==> src/rtl/dma_csr_pkg.sv <==
package dma_csr_pkg;

  localparam int DATA_W   = 32;
  localparam int ADDR_W   = 12;
  localparam int CH_WORDS = 5;
  localparam int IDX_W    = 3;
  localparam int GCFG_W   = 3;

  localparam logic [IDX_W-1:0] WORD_CFG = 3'd4;
  localparam int CFG_EN_BIT    = 0;
  localparam int CFG_ERRM_BIT  = 14;
  localparam int CFG_TCM_BIT   = 15;

  // global word indices (offset[7:2])
  localparam logic [5:0] GW_IRQ_ALL = 6'd0;
  localparam logic [5:0] GW_TC      = 6'd1;
  localparam logic [5:0] GW_TC_CLR  = 6'd2;
  localparam logic [5:0] GW_ERR     = 6'd3;
  localparam logic [5:0] GW_ERR_CLR = 6'd4;
  localparam logic [5:0] GW_RAW_TC  = 6'd5;
  localparam logic [5:0] GW_RAW_ERR = 6'd6;
  localparam logic [5:0] GW_ENABLED = 6'd7;
  localparam logic [5:0] GW_CFG     = 6'd12;

  typedef enum logic [3:0] {
    RD_NONE, RD_CHAN, RD_IRQ_ALL, RD_TC, RD_ERR,
    RD_RAW_TC, RD_RAW_ERR, RD_ENABLED, RD_CFG, RD_ID
  } rdsrc_e;

  typedef struct packed {
    logic             chWe;
    logic [IDX_W-1:0] chIdx;
    logic [IDX_W-1:0] chWord;   // also identification byte index
    logic             tcClr;
    logic             errClr;
    logic             cfgWe;
    rdsrc_e           rdSrc;
  } strobe_t;

  function automatic logic [7:0] idByte(input logic [IDX_W-1:0] i, input logic eight);
    case (i)
      3'd0:    idByte = eight ? 8'h80 : 8'h81;
      3'd1:    idByte = 8'h10;
      3'd2:    idByte = 8'h04;
      3'd3:    idByte = 8'h0A;
      3'd4:    idByte = 8'h0D;
      3'd5:    idByte = 8'hF0;
      3'd6:    idByte = 8'h05;
      default: idByte = 8'hB1;
    endcase
  endfunction

endpackage

==> src/rtl/dma_csr_ctrl.sv <==
module dma_csr_ctrl
  import dma_csr_pkg::*;
#(
  parameter int NUM_CH = 8
) (
  input  logic              clk,
  input  logic              rstN,
  input  logic              busSel,
  input  logic              busWrite,
  input  logic [ADDR_W-1:0] busAddr,
  output strobe_t           stb
);

  logic [IDX_W-1:0] addrIdx;
  logic [IDX_W-1:0] addrWord;
  logic [5:0]       globWord;
  logic             inChan;
  logic             inId;
  logic             inGlob;
  logic             chanOk;
  logic             unusedAddrLsb;

  assign addrIdx       = busAddr[7:5];
  assign addrWord      = busAddr[4:2];
  assign globWord      = busAddr[7:2];
  assign inChan        = (busAddr[11:8] == 4'h1);
  assign inId          = (busAddr[11:5] == 7'h7F);
  assign inGlob        = (busAddr[11:8] == 4'h0);
  assign chanOk        = (32'(addrIdx) < NUM_CH) && (32'(addrWord) < CH_WORDS);
  assign unusedAddrLsb = ^busAddr[1:0];

  always_comb begin
    stb        = '0;
    stb.rdSrc  = RD_NONE;
    stb.chIdx  = addrIdx;
    stb.chWord = addrWord;
    if (busSel) begin
      if (inChan) begin
        if (chanOk) begin
          if (busWrite) stb.chWe  = 1'b1;
          else          stb.rdSrc = RD_CHAN;
        end
      end else if (inId) begin
        if (!busWrite) stb.rdSrc = RD_ID;
      end else if (inGlob) begin
        if (busWrite) begin
          case (globWord)
            GW_TC_CLR:  stb.tcClr  = 1'b1;
            GW_ERR_CLR: stb.errClr = 1'b1;
            GW_CFG:     stb.cfgWe  = 1'b1;
            default:    ;
          endcase
        end else begin
          case (globWord)
            GW_IRQ_ALL: stb.rdSrc = RD_IRQ_ALL;
            GW_TC:      stb.rdSrc = RD_TC;
            GW_ERR:     stb.rdSrc = RD_ERR;
            GW_RAW_TC:  stb.rdSrc = RD_RAW_TC;
            GW_RAW_ERR: stb.rdSrc = RD_RAW_ERR;
            GW_ENABLED: stb.rdSrc = RD_ENABLED;
            GW_CFG:     stb.rdSrc = RD_CFG;
            default:    ;
          endcase
        end
      end
    end
  end

  AST_ONE_STROBE: assert property (@(posedge clk) disable iff (!rstN)
    $onehot0({stb.chWe, stb.tcClr, stb.errClr, stb.cfgWe}));

  AST_IDLE_QUIET: assert property (@(posedge clk) disable iff (!rstN)
    !busSel |-> (stb.rdSrc == RD_NONE && !stb.chWe && !stb.cfgWe));

endmodule

==> src/rtl/dma_csr_dpath.sv <==
module dma_csr_dpath
  import dma_csr_pkg::*;
#(
  parameter int NUM_CH = 8
) (
  input  logic              clk,
  input  logic              rstN,
  input  strobe_t           stb,
  input  logic [DATA_W-1:0] wdata,
  input  logic [NUM_CH-1:0] engTcSet,
  input  logic [NUM_CH-1:0] engErrSet,
  input  logic [NUM_CH-1:0] engChanDone,
  output logic [DATA_W-1:0] rdata,
  output logic              irqOut,
  output logic              ctlEn
);

  localparam int PAD_W = DATA_W - NUM_CH;

  logic [DATA_W-1:0] chRdWord [NUM_CH];
  logic [NUM_CH-1:0] tcMask;
  logic [NUM_CH-1:0] errMask;
  logic [NUM_CH-1:0] chEnBits;
  logic [NUM_CH-1:0] tcRaw;
  logic [NUM_CH-1:0] errRaw;
  logic [NUM_CH-1:0] tcMasked;
  logic [NUM_CH-1:0] errMasked;
  logic [NUM_CH-1:0] tcClrBits;
  logic [NUM_CH-1:0] errClrBits;
  logic [GCFG_W-1:0] gCfg;
  logic [DATA_W-1:0] rdNext;
  logic              irqQ;

  // per-channel register blocks
  for (genvar c = 0; c < NUM_CH; c++) begin : g_ch
    logic [DATA_W-1:0] words [CH_WORDS];
    logic              hit;

    assign hit = stb.chWe && (stb.chIdx == IDX_W'(c));

    always_ff @(posedge clk or negedge rstN) begin
      if (!rstN) begin
        for (int w = 0; w < CH_WORDS; w++) words[w] <= '0;
      end else begin
        if (hit) words[stb.chWord] <= wdata;
        if (engChanDone[c]) words[WORD_CFG][CFG_EN_BIT] <= 1'b0;
      end
    end

    assign chRdWord[c] = (32'(stb.chWord) < CH_WORDS) ? words[stb.chWord] : '0;
    assign tcMask[c]   = words[WORD_CFG][CFG_TCM_BIT];
    assign errMask[c]  = words[WORD_CFG][CFG_ERRM_BIT];
    assign chEnBits[c] = words[WORD_CFG][CFG_EN_BIT];

    AST_DONE_DISABLES: assert property (@(posedge clk) disable iff (!rstN)
      engChanDone[c] |=> !chEnBits[c]);

    AST_TC_SET_WINS: assert property (@(posedge clk) disable iff (!rstN)
      engTcSet[c] |=> tcRaw[c]);

    AST_ERR_SET_WINS: assert property (@(posedge clk) disable iff (!rstN)
      engErrSet[c] |=> errRaw[c]);

    AST_TC_CLEARED: assert property (@(posedge clk) disable iff (!rstN)
      (stb.tcClr && wdata[c] && !engTcSet[c]) |=> !tcRaw[c]);

    AST_ERR_CLEARED: assert property (@(posedge clk) disable iff (!rstN)
      (stb.errClr && wdata[c] && !engErrSet[c]) |=> !errRaw[c]);
  end

  // interrupt latches
  assign tcClrBits  = stb.tcClr  ? wdata[NUM_CH-1:0] : '0;
  assign errClrBits = stb.errClr ? wdata[NUM_CH-1:0] : '0;
  assign tcMasked   = tcRaw & tcMask;
  assign errMasked  = errRaw & errMask;

  always_ff @(posedge clk or negedge rstN) begin
    if (!rstN) begin
      tcRaw  <= '0;
      errRaw <= '0;
      irqQ   <= 1'b0;
      gCfg   <= '0;
    end else begin
      tcRaw  <= (tcRaw & ~tcClrBits) | engTcSet;
      errRaw <= (errRaw & ~errClrBits) | engErrSet;
      irqQ   <= (|tcMasked) | (|errMasked);
      if (stb.cfgWe) gCfg <= wdata[GCFG_W-1:0];
    end
  end

  // read mux, registered
  always_comb begin
    rdNext = '0;
    unique case (stb.rdSrc)
      RD_CHAN:    rdNext = chRdWord[stb.chIdx];
      RD_IRQ_ALL: rdNext = {{PAD_W{1'b0}}, tcMasked | errMasked};
      RD_TC:      rdNext = {{PAD_W{1'b0}}, tcMasked};
      RD_ERR:     rdNext = {{PAD_W{1'b0}}, errMasked};
      RD_RAW_TC:  rdNext = {{PAD_W{1'b0}}, tcRaw};
      RD_RAW_ERR: rdNext = {{PAD_W{1'b0}}, errRaw};
      RD_ENABLED: rdNext = {{PAD_W{1'b0}}, chEnBits};
      RD_CFG:     rdNext = {{(DATA_W-GCFG_W){1'b0}}, gCfg};
      RD_ID:      rdNext = {24'h0, idByte(stb.chWord, NUM_CH == 8)};
      default:    rdNext = '0;
    endcase
  end

  always_ff @(posedge clk or negedge rstN) begin
    if (!rstN) rdata <= '0;
    else       rdata <= rdNext;
  end

  assign irqOut = irqQ;
  assign ctlEn  = gCfg[0];

  AST_RD_IDLE_ZERO: assert property (@(posedge clk) disable iff (!rstN)
    (stb.rdSrc == RD_NONE) |=> (rdata == '0));

  AST_CHAN_IN_RANGE: assert property (@(posedge clk) disable iff (!rstN)
    (stb.chWe || stb.rdSrc == RD_CHAN) |-> (32'(stb.chIdx) < NUM_CH));

  AST_IRQ_QUIET: assert property (@(posedge clk) disable iff (!rstN)
    (tcMasked == '0 && errMasked == '0) |=> !irqOut);

  AST_IRQ_RAISE: assert property (@(posedge clk) disable iff (!rstN)
    (tcMasked != '0 || errMasked != '0) |=> irqOut);

  AST_CFG_HELD: assert property (@(posedge clk) disable iff (!rstN)
    !stb.cfgWe |=> $stable(gCfg));

endmodule

==> src/rtl/dma_csr_top.sv <==
module dma_csr_top
  import dma_csr_pkg::*;
#(
  parameter int NUM_CH = 8
) (
  input  logic              clk,
  input  logic              rstN,
  input  logic              busSel,
  input  logic              busWrite,
  input  logic [11:0]       busAddr,
  input  logic [31:0]       busWdata,
  output logic [31:0]       busRdata,
  input  logic [NUM_CH-1:0] engTcSet,
  input  logic [NUM_CH-1:0] engErrSet,
  input  logic [NUM_CH-1:0] engChanDone,
  output logic              irqOut,
  output logic              ctlEn
);

  strobe_t stb;

  initial begin
    assert (NUM_CH >= 1 && NUM_CH <= 8)
      else $error("NUM_CH must be 1..8");
  end

  dma_csr_ctrl #(.NUM_CH(NUM_CH)) u_ctrl (
    .clk      (clk),
    .rstN     (rstN),
    .busSel   (busSel),
    .busWrite (busWrite),
    .busAddr  (busAddr),
    .stb      (stb)
  );

  dma_csr_dpath #(.NUM_CH(NUM_CH)) u_dpath (
    .clk         (clk),
    .rstN        (rstN),
    .stb         (stb),
    .wdata       (busWdata),
    .engTcSet    (engTcSet),
    .engErrSet   (engErrSet),
    .engChanDone (engChanDone),
    .rdata       (busRdata),
    .irqOut      (irqOut),
    .ctlEn       (ctlEn)
  );

endmodule

==> config.mk <==
export PLATFORM = sky130hd
export DESIGN_NAME = dma_csr_top
export DESIGN_NICKNAME = d
export VERILOG_FILES = /design/src/rtl/dma_csr_pkg.sv /design/src/rtl/dma_csr_ctrl.sv /design/src/rtl/dma_csr_dpath.sv /design/src/rtl/dma_csr_top.sv
export SDC_FILE = /design/constraint.sdc
export NUM_CORES = 2
export LEC_CHECK = 0
export CORE_MARGIN = 5
export CORE_UTILIZATION = 60
export CTS_BUF_LIST = sky130_fd_sc_hd__clkbuf_8
export DETAILED_ROUTE_END_ITERATION = 8
export GPL_ROUTABILITY_DRIVEN = 1
export PLACE_DENSITY = 0.77
export SKIP_CTS_REPAIR_TIMING = 1
export SYNTH_ARGS = -nofsm -noshare
export SYNTH_HDL_FRONTEND = slang
export SYNTH_SLANG_ARGS = --single-unit
export TNS_END_PERCENT = 10
==> constraint.sdc <==
create_clock -name clk -period 4.3 [get_ports clk]
set_input_delay 0.645 -clock clk [delete_from_list [all_inputs] [get_ports clk]]
set_output_delay 0.645 -clock clk [all_outputs]
set_load 0.02 [all_outputs]
# [After elaboration in Yosys (flattened, before gate mapping)]
# Index checks and enable logic that the tools add are counted.
[op_classes] order_cmp=4 eq_ne=32 muxes=84 n_bitwise=12 n_reduce_logical=23
[op_table] op="bitwise mux 160 bit" count=8
[op_table] op="binary-select mux 32 bit (select 3 bit)" count=9
[op_table] op="two-way mux 32 bit" count=27
[op_table] op="one-hot mux 32 bit (9 select lines)" count=1
[op_table] op="demux 32 bit (select 3 bit)" count=1
[op_table] op="one-hot mux 8 bit (7 select lines)" count=1
[op_table] op="bitwise AND 8 bit" count=4
[op_table] op="one-hot mux 4 bit (7 select lines)" count=1
[op_table] op="== test 6 x 3 -> 1 bit, second input constant" count=4
[op_table] op="two-way mux 1 bit" count=24
[op_table] op="OR 8 bit" count=3
[op_table] op="== test 3 bit, second input constant" count=7
[op_table] op="two-way mux 4 bit" count=5
[op_table] op="== test 4 x 3 -> 1 bit, second input constant" count=4
[op_table] op="two-way mux 8 bit" count=2
[op_table] op="inverter 8 bit" count=2
[op_table] op="nonzero test 2 bit" count=8
[op_table] op="OR reduction 8 bit" count=2
[op_table] op="two-way mux 7 bit" count=2
[op_table] op="== test 3 x 2 -> 1 bit, second input constant" count=4
[op_table] op="== test 6 x 2 -> 1 bit, second input constant" count=2
[op_table] op="logical AND 1 bit" count=9
[op_table] op="two-way mux 3 bit" count=3
[op_table] op="== test 4 x 1 -> 1 bit, second input constant" count=2
[op_table] op="14 further kinds" count=20
[totals] register_bits=1332 input_bits=72 out_inout_bits=34 word_cells=208

# [Depth between registers and ports, before layout]
[logic_depth] word_depth=11 ltp_mapped=11 depth_no_buf=6

# [Modules after synthesis]
# A second synthesis with hierarchy kept.
[unflattened] cells_unflattened=4310 area_unflattened_um2=61097.3
[modules_own_cells] mod="dma_csr_dpath" n_inst=1 cells_each=4277 area_per_inst_um2=60873.4 seq_area_each_um2=33332.0
[modules_own_cells] mod="dma_csr_ctrl" n_inst=1 cells_each=33 area_per_inst_um2=224.0 seq_area_each_um2=0.0

# [Least setup slack after synthesis]
# Ideal clock, no wire load.
[synth_timing] path_type="input to register" startpoint="input busAddr[2]" endpoint="register u_dpath.rdata[1]" setup_ns=0.135 t_arrival_ns=2.624 required_ns=4.165 slack_ns=1.541 path_stages=8 n_path_buf=3 cell_sequence="buf_2 -> buf_2 -> buf_1 -> mux4_2 -> a221oi_1 -> nor3_1 -> o211ai_1 -> nand4_1"
[synth_via] elab_chain_cells=9
[synth_lines] element="start: declaration" line="dma_csr_top.sv:10" text="input logic [11:0] busAddr,"
[synth_lines] element="== test 6 x 4 -> 1 bit, or another cell as far along" line="dma_csr_ctrl.sv:54" text="case (globWord)"
[synth_lines] element="one-hot mux 4 bit (7 select lines) or binary-select mux 32 bit (select 3 bit) (tied branches)" line="dma_csr_ctrl.sv:54, dma_csr_dpath.sv:50"
[synth_lines] element="two-way mux 4 bit or two-way mux 32 bit (tied branches)" line="dma_csr_ctrl.sv:46, dma_csr_dpath.sv:50"
[synth_lines] element="two-way mux 7 bit or two-way mux 32 bit (tied branches)" line="dma_csr_ctrl.sv:45, dma_csr_dpath.sv:50"
[synth_lines] element="two-way mux 4 bit or two-way mux 32 bit (tied branches)" line="dma_csr_ctrl.sv:43, dma_csr_dpath.sv:50"
[synth_lines] element="two-way mux 4 bit or binary-select mux 32 bit (select 3 bit) (tied branches)" line="dma_csr_ctrl.sv:38, dma_csr_dpath.sv:95"
[synth_lines] element="two-way mux 7 bit or two-way mux 32 bit (tied branches)" line="dma_csr_ctrl.sv:37, dma_csr_dpath.sv:95"
[synth_lines] element="== test 4 bit, or another cell as far along" line="dma_csr_dpath.sv:94" text="unique case (stb.rdSrc)"
[synth_lines] element="one-hot mux 32 bit (9 select lines) (*)" line="dma_csr_dpath.sv:94"
[synth_lines] element="named net u_dpath.rdNext[1]" line="dma_csr_dpath.sv:31" text="logic [DATA_W-1:0] rdNext;"
[synth_lines] element="end signal: assignment" line="dma_csr_dpath.sv:110" text="else rdata <= rdNext;"
[synth_lines] element="end: declaration" line="dma_csr_dpath.sv:13" text="output logic [DATA_W-1:0] rdata,"
# The timed path passes the listed nets; every way through them passes the cells marked *. The select of a mux whose other input is x is not followed.
# A chain may end at the register's enable or synchronous reset.

# [Worst setup path after layout]
[layout_timing] startpoint="input busAddr[8]" endpoint="register u_dpath.g_ch[6].words[21] in the netlist's numbering"
[layout_via] elab_chain_cells=4
[layout_lines] element="== test 4 x 1 -> 1 bit" line="dma_csr_ctrl.sv:26" text="assign inChan = (busAddr[11:8] == 4'h1);"
[layout_lines] element="two-way mux 1 bit" line="dma_csr_ctrl.sv:38" text="if (inChan) begin"
[layout_lines] element="two-way mux 1 bit" line="dma_csr_ctrl.sv:37" text="if (busSel) begin"
[layout_lines] element="logical AND 1 bit" line="dma_csr_dpath.sv:39" text="assign hit = stb.chWe && (stb.chIdx == IDX_W'(c));"
[layout_lines] element="end signal: indexed assignment" line="dma_csr_dpath.sv:45" text="if (hit) words[stb.chWord] <= wdata;"
[layout_lines] element="end: declaration" line="dma_csr_dpath.sv:36" text="logic [DATA_W-1:0] words [CH_WORDS];"
# No other way between the ends.

==> out/summary.txt <==
post-route setup TNS - 0 ns
CTS tree - done
die area - 0.107 mm²
final instance area - 0.0681 mm²
Yosys warnings - 0
placed cells - 5423
chip height - 328 µm
sequential element share of the synthesized area - 55.1%
placer congestion estimate - 0.980
ys flop type - dfrtp_1
outcome - finished clean
via count - 39000
Initial Util - 60.4%
nets - 4410
drt wl/cell - 29.4 µm
Mapped Cells - 4232
IO Pins - 106
RSZ-0062 raised after global routing - no
vias in the first global route - 40600
grt total ovfl - 0
Post-synth EDFFs - 0
# DRC - 0
CTS buffer count - 210
synthesis-stage register bit count - 1332
Cell Int Power - 18600 µW
Syn-to-layout area delta - 12.4%
net count after synthesis - 4304
Seq pwr share - 51.3%
Clock Latency Late Sink - 0.90 ns
worst slack at placement - 0.415 ns
crit path launch type - input pin
I/O Buffers - 103
worst-margin pin slew - 1.33 ns
simple-gate area share of the yosys netlist - 3.03%
post-synthesis mux area share - 33.6%
Worst Path Required - 5.07 ns
Final Hold Fails - 0
initial antenna violation count - 5
fin worst setup slack - 1.15 ns
max cap viols - 0
HP Class - in2reg
Synth cell types - 58
Cell Area, Synth - 0.0605 mm²
largest net degree at the start of global routing - 148
Pre-antenna DRT Iters - 8
Final period util - 73.2%
die width - 328 µm
clock skew - 0.0433 ns
switching power - 6050 µW
max_slew headroom - 11.1%
first-pass GRT wire length - 259000 µm
Initial DRC Count - 4214
Post-synth ARST share - 100%
Critical Path Sink Type - flip-flop
Core Rows - 116
Tot GR Track Use - 32.0%
endpoints failing setup - 0
Vias/cell - 6.72
switching share of total power - 24.5%
clock sink total - 1332
Clock Tree Buf Depth - 3
area fraction in compound gates after synthesis - 5.36%
Routed WL - 170000 µm
clock network fraction of design power - 42.7%
H-Tree Depth - 4
Final Non-Filler Cells - 5798
CP arrival - 3.91 ns
Clk pin slew, worst setup/hold paths - 0.06 ns
layout cells sized above 1 - 44.1%
Synth Area per Inst - 14.3 µm²
post-layout util - 68.0%
detailed placer's ending HPWL - 102000 µm
Core ar. - 0.100 mm²
Peak VDD IR - 0.266 mV
Leak Pwr - 0.0333 µW
Crit Path Max Fanout - 19
post-place instance area - 0.0639 mm²
main combinational cell family by area after synthesis - multiplexers
Final min period - 3.15 ns
max-slew violations - 0
post-synthesis adder-cell area fraction - 0%
Worst Hold Depth - 2
highest clock rate - 0.318 GHz
Comb pwr share - 6.0%
Synth Area in XOR/XNOR - 0%
Antenna Nets Post-Route - 0
Crit Path Class - in2reg
PD cells - 362 mW/mm²
CTS Root Cell - clkbuf_8
Worst Reg-to-Reg Cells - 7
worst paths after layout:
kind	startpoint	end	slack [ns]
min in group asynchronous	rstN	u_dpath.g_ch[6].words[3]$_DFFE_PN0P_	0.32
setup / recovery	busAddr[8]	u_dpath.g_ch[6].words[21]$_DFFE_PN0P_	1.15
hold reg to reg	u_dpath.g_ch[6].words[97]$_DFFE_PN0P_	u_dpath.g_ch[6].words[97]$_DFFE_PN0P_	0.48
max in group asynchronous	rstN	u_dpath.g_ch[6].words[144]$_DFFE_PN0P_	2.64
hold / removal	engTcSet[2]	u_dpath.tcRaw[2]$_DFF_PN0_	0.31
setup reg to reg	u_dpath.g_ch[5].words[71]$_DFFE_PN0P_	u_dpath.rdata[7]$_DFF_PN0_	2.20
cell usage after synthesis (all sizes together), types with 13 or more instances:
library cell | instances | area share, %
dfrtp | 1332 | 55
mux2 | 1289 | 24
clkbuf | 237 | 1.5
mux4 | 214 | 8.0
buf | 184 | 1.4
nand2 | 164 | 1.0
o21ai | 130 | 1.1
a21oi | 126 | 1.0
a221oi | 108 | 1.6
mux2i | 103 | 1.7
nor2 | 68 | 0.45
nor4 | 50 | 0.52
a21o | 22 | 0.27
and2 | 14 | 0.14
nor3 | 13 | 0.11
o221ai | 13 | 0.19
metrics by stage:
step           hold WS [ns]  power (µW)
2_1_floorplan         0.349       13500
3_3_place_gp          0.462       14300
3_5_place_dp          0.471       14300
4_1_cts              -0.349       24800
5_1_grt               0.279       25500
6_report              0.305       24600
power by group through the flow:
stage	Sequential (µW)	Clock [µW]	Combinational [µW]
finish	12600	10500	1470
global route	12600	11300	1580
CTS	12600	10700	1470
detailed placement	12900	0	1460
global placement	12900	0	1460
floorplan	12900	0	685
kinds of logic after synthesis:
kind of cell           count (synthesis)
flip-flops                          1332
multiplexers                        1606
AND/OR/NAND/NOR                      379
buffers and inverters                427
AO/OA/AOI/OAI                        488
cell type report:
| class | instances | area, µm² |
|---|---|---|
| flip-flops and latches | 1332 | 33300 |
| fillers | 6928 | 32100 |
| multi-input cells | 2473 | 25700 |
| clock buffers | 262 | 3610 |
| repair buffers | 315 | 3230 |
| well taps | 1298 | 1620 |
| clock inverters | 108 | 539 |
| inverters | 6 | 30.0 |
| diodes | 4 | 10.0 |
routing by layer:
layer / GRT usage (%) / vias up / wire length [µm]
li1: - / 16000 / -
met1: 45.3 / 20700 / 69800
met2: 48.8 / 1904 / 78200
met3: 6.73 / 438 / 14800
met4: 13.5 / 2 / 7480
met5: 0 / - / 11
sequential cells by signal, indices dropped and copies added, names as in the netlist:
name,cells
u_dpath.irqOut,1
u_dpath.tcRaw,8
u_dpath.gCfg,3
u_dpath.errRaw,8
u_dpath.rdata,32
u_dpath.g_ch.words,1264
u_dpath.errMask,8
u_dpath.chEnBits,8
worst max-delay path, stage by stage:
cell             delay (ns)
clkdlybuf4s50_1        0.62
or4b_4                 0.56
nor4b_2                0.57
nand2_1                0.43
nor2_4                 0.19
buf_4                  0.45
mux2_2                 0.40
cells in the final DEF (no fill, tap or decap), drive strengths merged, types with 68 or more instances in the layout:
master         synthesis  layout
a21oi                126     126
a221oi               108     108
buf                  184     215
clkbuf               237     262
clkdlybuf4s50          0      99
dfrtp               1332    1332
inv                    5      92
mux2                1289    1289
mux2i                103     103
mux4                 214     214
nand2                164     164
nor2                  68      68
o21ai                130     130
Note: power is estimated with default switching activity, not from simulation.
